File: src/rtl/dac_serial_frontend.sv
module dac_serial_frontend #(
  parameter int DW = 20,
  parameter int AW = 3
) (
  input  logic          clk,
  input  logic          rst_n,
  input  logic          sync_n,
  input  logic          sclk,
  input  logic          sdin,
  input  logic          ld_n,
  input  logic          clr_n,
  output logic          sdo,
  output logic [DW-1:0] dac_code
);
  localparam int FW = DW + AW + 1;
  localparam int CW = $clog2(FW + 2);
  localparam logic [AW-1:0] A_DAC = AW'(1);
  localparam logic [AW-1:0] A_CTL = AW'(2);
  localparam logic [AW-1:0] A_CLR = AW'(3);

  logic sync_q, sync_q2, sclk_q, sclk_q2, sdin_q, ld_q, ld_q2, clr_q;
  logic [FW-1:0] rx, out_sh;
  logic [CW-1:0] bit_cnt;
  logic [DW-1:0] dac, cc, inreg;
  logic          pend, rd_pend;
  logic [AW-1:0] rd_addr;
  logic [DW-1:0] rb_val;

  wire sclk_fall = sclk_q2 & ~sclk_q;
  wire sync_fall = sync_q2 & ~sync_q;
  wire sync_rise = ~sync_q2 & sync_q;
  wire ld_fall   = ld_q2 & ~ld_q;

  wire          frame_ok = sync_rise && (bit_cnt == CW'(FW));
  wire          f_rd     = rx[FW-1];
  wire [AW-1:0] fa       = rx[FW-2:DW];
  wire [DW-1:0] fd       = rx[DW-1:0];
  wire          wr_dac   = frame_ok && !f_rd && fa == A_DAC;
  wire          wr_cc    = frame_ok && !f_rd && fa == A_CLR;
  wire          wr_ctl   = frame_ok && !f_rd && fa == A_CTL;
  wire          sw_rst   = wr_ctl && fd[0];
  wire          sw_clr   = wr_ctl && fd[1] && !fd[0];
  wire          direct   = wr_dac && !ld_q && clr_q;

  always_comb begin
    case (rd_addr)
      A_DAC:   rb_val = dac;
      A_CLR:   rb_val = cc;
      default: rb_val = '0;
    endcase
  end

  wire [FW-1:0] rb_word = rd_pend ? {1'b1, rd_addr, rb_val} : '0;

  always_ff @(posedge clk or negedge rst_n) begin
    if (!rst_n) begin
      sync_q <= 1'b1; sync_q2 <= 1'b1;
      sclk_q <= 1'b0; sclk_q2 <= 1'b0;
      sdin_q <= 1'b0;
      ld_q <= 1'b1; ld_q2 <= 1'b1;
      clr_q <= 1'b1;
      rx <= '0; out_sh <= '0; bit_cnt <= '0;
    end else begin
      sync_q <= sync_n; sync_q2 <= sync_q;
      sclk_q <= sclk;   sclk_q2 <= sclk_q;
      sdin_q <= sdin;
      ld_q <= ld_n;     ld_q2 <= ld_q;
      clr_q <= clr_n;
      if (sclk_fall && !sync_q) begin
        rx     <= {rx[FW-2:0], sdin_q};
        out_sh <= {out_sh[FW-2:0], 1'b0};
        if (bit_cnt != CW'(FW + 1)) bit_cnt <= bit_cnt + CW'(1);
      end
      if (sync_fall) begin
        bit_cnt <= '0;
        out_sh  <= rb_word;
      end
    end
  end

  always_ff @(posedge clk or negedge rst_n) begin
    if (!rst_n) begin
      dac <= '0; cc <= '0; inreg <= '0;
      pend <= 1'b0; rd_pend <= 1'b0; rd_addr <= '0;
    end else if (sw_rst) begin
      dac <= '0; cc <= '0; inreg <= '0;
      pend <= 1'b0; rd_pend <= 1'b0; rd_addr <= '0;
    end else begin
      if (frame_ok) begin
        rd_pend <= f_rd;
        if (f_rd) rd_addr <= fa;
      end
      if (wr_cc)  cc    <= fd;
      if (wr_dac) inreg <= fd;
      if (!clr_q || sw_clr) begin
        dac <= cc;
        if (wr_dac) pend <= 1'b1;
      end else if (direct) begin
        dac  <= fd;
        pend <= 1'b0;
      end else if (wr_dac) begin
        pend <= 1'b1;
      end else if (ld_fall && pend) begin
        dac  <= inreg;
        pend <= 1'b0;
      end
    end
  end

  assign dac_code = dac;
  assign sdo      = out_sh[FW-1];
endmodule


File: config.mk
export PLATFORM = sky130hd
export DESIGN_NAME = dac_serial_frontend
export DESIGN_NICKNAME = d
export VERILOG_FILES = /design/src/rtl/dac_serial_frontend.sv
export SDC_FILE = /design/constraint.sdc
export NUM_CORES = 1
export LEC_CHECK = 0
export ABC_AREA = 1
export CORE_MARGIN = 2
export CORE_UTILIZATION = 36
export DETAILED_ROUTE_END_ITERATION = 10
export PLACE_DENSITY = 0.61
export REMOVE_ABC_BUFFERS = 1
export SKIP_CTS_REPAIR_TIMING = 1
export SLEW_MARGIN = 20
export SYNTH_ARGS = -nofsm -noshare
export SYNTH_HDL_FRONTEND = slang
export SYNTH_SLANG_ARGS = --single-unit
File: constraint.sdc
create_clock -name clk -period 2.36 [get_ports clk]
set_input_delay 0.472 -clock clk [delete_from_list [all_inputs] [get_ports clk]]
set_output_delay 0.472 -clock clk [all_outputs]
set_load 0.03 [all_outputs]
==> metrics.md <==
| Metric | Value |
|---|---|
| Die height | `131.3 um` |
| Mapped Cells | `717` |
| Root Driver | `clkbuf_16` |
| CTS tree | `yes` |
| ANT cells | `0` |
| Layout cells sized above 1 | `10.20%` |
| Final setup violation count | `0` |
| Predominant post-synthesis flop cell | `dfrtp_1` |
| Fmax | `around 0.47 GHz` |
| # IOs | `28` |
| Post-route ant nets | `0` |
| Total CTS buffers | `17` |
| DP Area | `~6400 um2` |
| Clk sinks | `around 130` |
| Setup Crit Path Kind | `reg -> reg` |
| Mapped Area | `5831 um2` |
| Gp weighted congestion | `just under 0.8` |
| Status | `finished, final reports clean` |
| Via density | `4.882` |
| Register area share after synthesis | `54.18%` |
| Max-slew headroom | `between 50% and 60%` |
| Worst-Margin Slew | `710.6 ps` |
| Final Instance Area | `6995 um2` |
| Initial antenna violation count | `0` |
| FFs w/ async S/R, synth | `between 90% and 100%` |
| Pleak | `approximately 0.0032 uW` |
| Worst vdd ir | `0.0005457 V` |
| Die Span X | `131.3 um` |
| DRC | `0` |
| Setup TNS | `0 ps` |
| Largest net degree at the start of global routing | `48` |
| Worst-case clock buffer depth | `2` |
| Die area | `between 15000 and 20000 um2` |
| Worst Setup End Kind | `flip-flop` |
| Startpoint types | `flip-flop` |
| Gr ovfl total | `0` |
| CP max FO | `39` |
| Number of global-route vias before repair | `4667` |
| Port Buffers | `27` |
| Drt initial violations | `360` |
| Fin. max-slew vios | `0` |
| WL/cell | `14.85 um` |
| HP Class | `in -> async` |
| Fin. Hold Viols | `0` |
| Post-synth EDFFs | `0` |
| RSZ-0062 raised after global routing | `false` |
| Power, Total | `5289 uW` |
| Routed wire length | `14420 um` |
| Final HPWL DP | `slightly above 9000 um` |
| # rows | `46` |
| Starting Density | `36.70%` |
| Worst Path Arrival | `2380 ps` |
| Area Overhead vs Synth | `19.98%` |
| GR Util All Layers | `17.82%` |
| Area of the core | `15890 um2` |
| Final period utilization | `between 80% and 90%` |
| Layout Skew | `8.935 ps` |
| Syn_area_per_cell | `slightly above 8 um2` |
| H-tree Lvls | `4` |
| Clock Pin Slew Worst Setup and Hold Paths | `approximately 60 ps` |
| Final Critical Period | `2107 ps` |
| Maxcap violations | `0` |
| NumNets Final | `roughly 750` |
| #FFs+latches synth | `approximately 130` |
| Clk_lat worst skew | `420 ps` |
| Power Dens Cells | `756.1 nW/um2` |
| Worst path required time | `2630 ps` |
| Drt pass-1 iters | `5` |
| Synth Warn # | `0` |
| Synth cell types | `33` |
| First-pass GRT wire length | `24330 um` |
| Via count | `4740` |
## where the power goes
part	total (uW)	switching [uW]	internal, uW
Clock	2720	958	1760
Combinational	291	204	87.0
Sequential	2280	53.4	2230
Total	5290	1220	4070
## flip-flops by register name, summed over array words and instances, names as in the netlist
| signal | cells |
|---|---|
| sclk_q2 | 1 |
| ld_q | 1 |
| pend | 1 |
| rd_pend | 1 |
| sclk_q | 1 |
| ld_q2 | 1 |
| sync_q | 1 |
| clr_q | 1 |
| rx | 24 |
| cc | 20 |
| sync_q2 | 1 |
| rd_addr | 3 |
| bit_cnt | 5 |
| inreg | 20 |
| dac_code | 20 |
| sdin_q | 1 |
| out_sh | 24 |
## cells in the mapped netlist (2+ instances only)
library cell | n | area, um2
a21oi_1 | 20 | 100.1
a22oi_1 | 20 | 150.1
buf_1 | 4 | 15.01
buf_2 | 8 | 40.04
buf_4 | 5 | 37.54
clkbuf_1 | 25 | 93.84
dfrtp_1 | 121 | 3028
dfstp_2 | 5 | 131.4
ha_1 | 3 | 37.54
inv_1 | 61 | 229.0
inv_2 | 7 | 26.28
nand2_1 | 222 | 833.3
nand3_1 | 72 | 360.4
nand4_1 | 3 | 18.77
nor2_1 | 27 | 101.4
nor2_2 | 3 | 18.77
nor3_1 | 3 | 15.01
nor3_2 | 2 | 20.02
o211ai_1 | 3 | 22.52
o21ai_0 | 65 | 325.3
o21ai_1 | 26 | 130.1
## per-stage QoR
step	instances	hold slack, ps	setup slack (ps)	util (%)
global placement	940	368.2	370.3	40.15
detailed placement	940	369.6	267.2	40.15
finish	971	22.00	252.8	44.04
CTS	971	26.37	257.6	44.04
floorplan	674	176.4	-870.8	-
global route	971	49.34	43.48	44.04
## cell families after synthesis
| logic type | synth area share, % |
|---|---|
| AOI/OAI and AO/OA | 13.15 |
| xor gates and xnor gates | 0.1502 |
| adders and majority gates | 0.6438 |
| buffers and inverters | 7.768 |
| DFF | 54.18 |
| and+or+nand+nor | 24.10 |
## cells in the final DEF (no fill, tap or decap), drive strengths merged, types with 3 or more instances in the layout
cell | Yosys | routed
nand2 | 223 | 223
dfrtp | 121 | 121
o21ai | 91 | 91
nand3 | 73 | 73
inv | 68 | 68
nor2 | 30 | 30
clkdlybuf4s50 | 0 | 26
buf | 18 | 24
a21oi | 21 | 21
clkbuf | 25 | 21
a22oi | 20 | 20
dfstp | 5 | 5
nor3 | 5 | 5
clkinv | 0 | 4
nand4 | 3 | 3
o211ai | 3 | 3
ha | 3 | 3
clkinvlp | 0 | 3
bufinv | 0 | 3
## per-layer routing
metal / wire length, um / global-route usage, % / vias up
met4: 246 / 7.669 / 0
met1: 6957 / 24.47 / 2248
met2: 6522 / 27.05 / 95
met5: 0 / 0 / -
li1: - / - / 2375
met3: 690 / 4.167 / 22
## worst max-delay path, stage by stage (launching register included)
cell and delay (ps):
dfrtp_1 400, inv_1 90, ha_1 200, nand2_1 70, nor2_1 50, nand3_1 90, inv_1 80, nand3_2 190
nand2_1 130, inv_2 480, o21ai_0 170
## worst paths after layout
check | from | to | slack [ps] | cells after the start
hold reg to reg | sync_q$_DFF_PN1_ | sync_q2$_DFF_PN1_ | 380 | 0
setup / recovery | bit_cnt[0]$_DFFE_PN0P_ | inreg[6]$_DFFE_PN0P_ | 250 | 10
hold / removal | rst_n | rx[2]$_DFFE_PN0P_ | 20 | 1
min in group clk | sync_q$_DFF_PN1_ | sync_q2$_DFF_PN1_ | 380 | 0
max in group asynchronous | rst_n | ld_q2$_DFF_PN1_ | 1640 | 2
setup reg to reg | bit_cnt[0]$_DFFE_PN0P_ | inreg[6]$_DFFE_PN0P_ | 250 | 10
## final cells by class
type                    instances  area, um2
clock buffers                  21      480.5
clock inverters                10      136.4
multi-input cells             480       2228
fillers                      1590       8890
repair buffers                 50      465.4
flip-flops and latches        126       3159
well taps                     216      270.3
inverters                      68      255.2
Power figures use the tool's default switching activity.
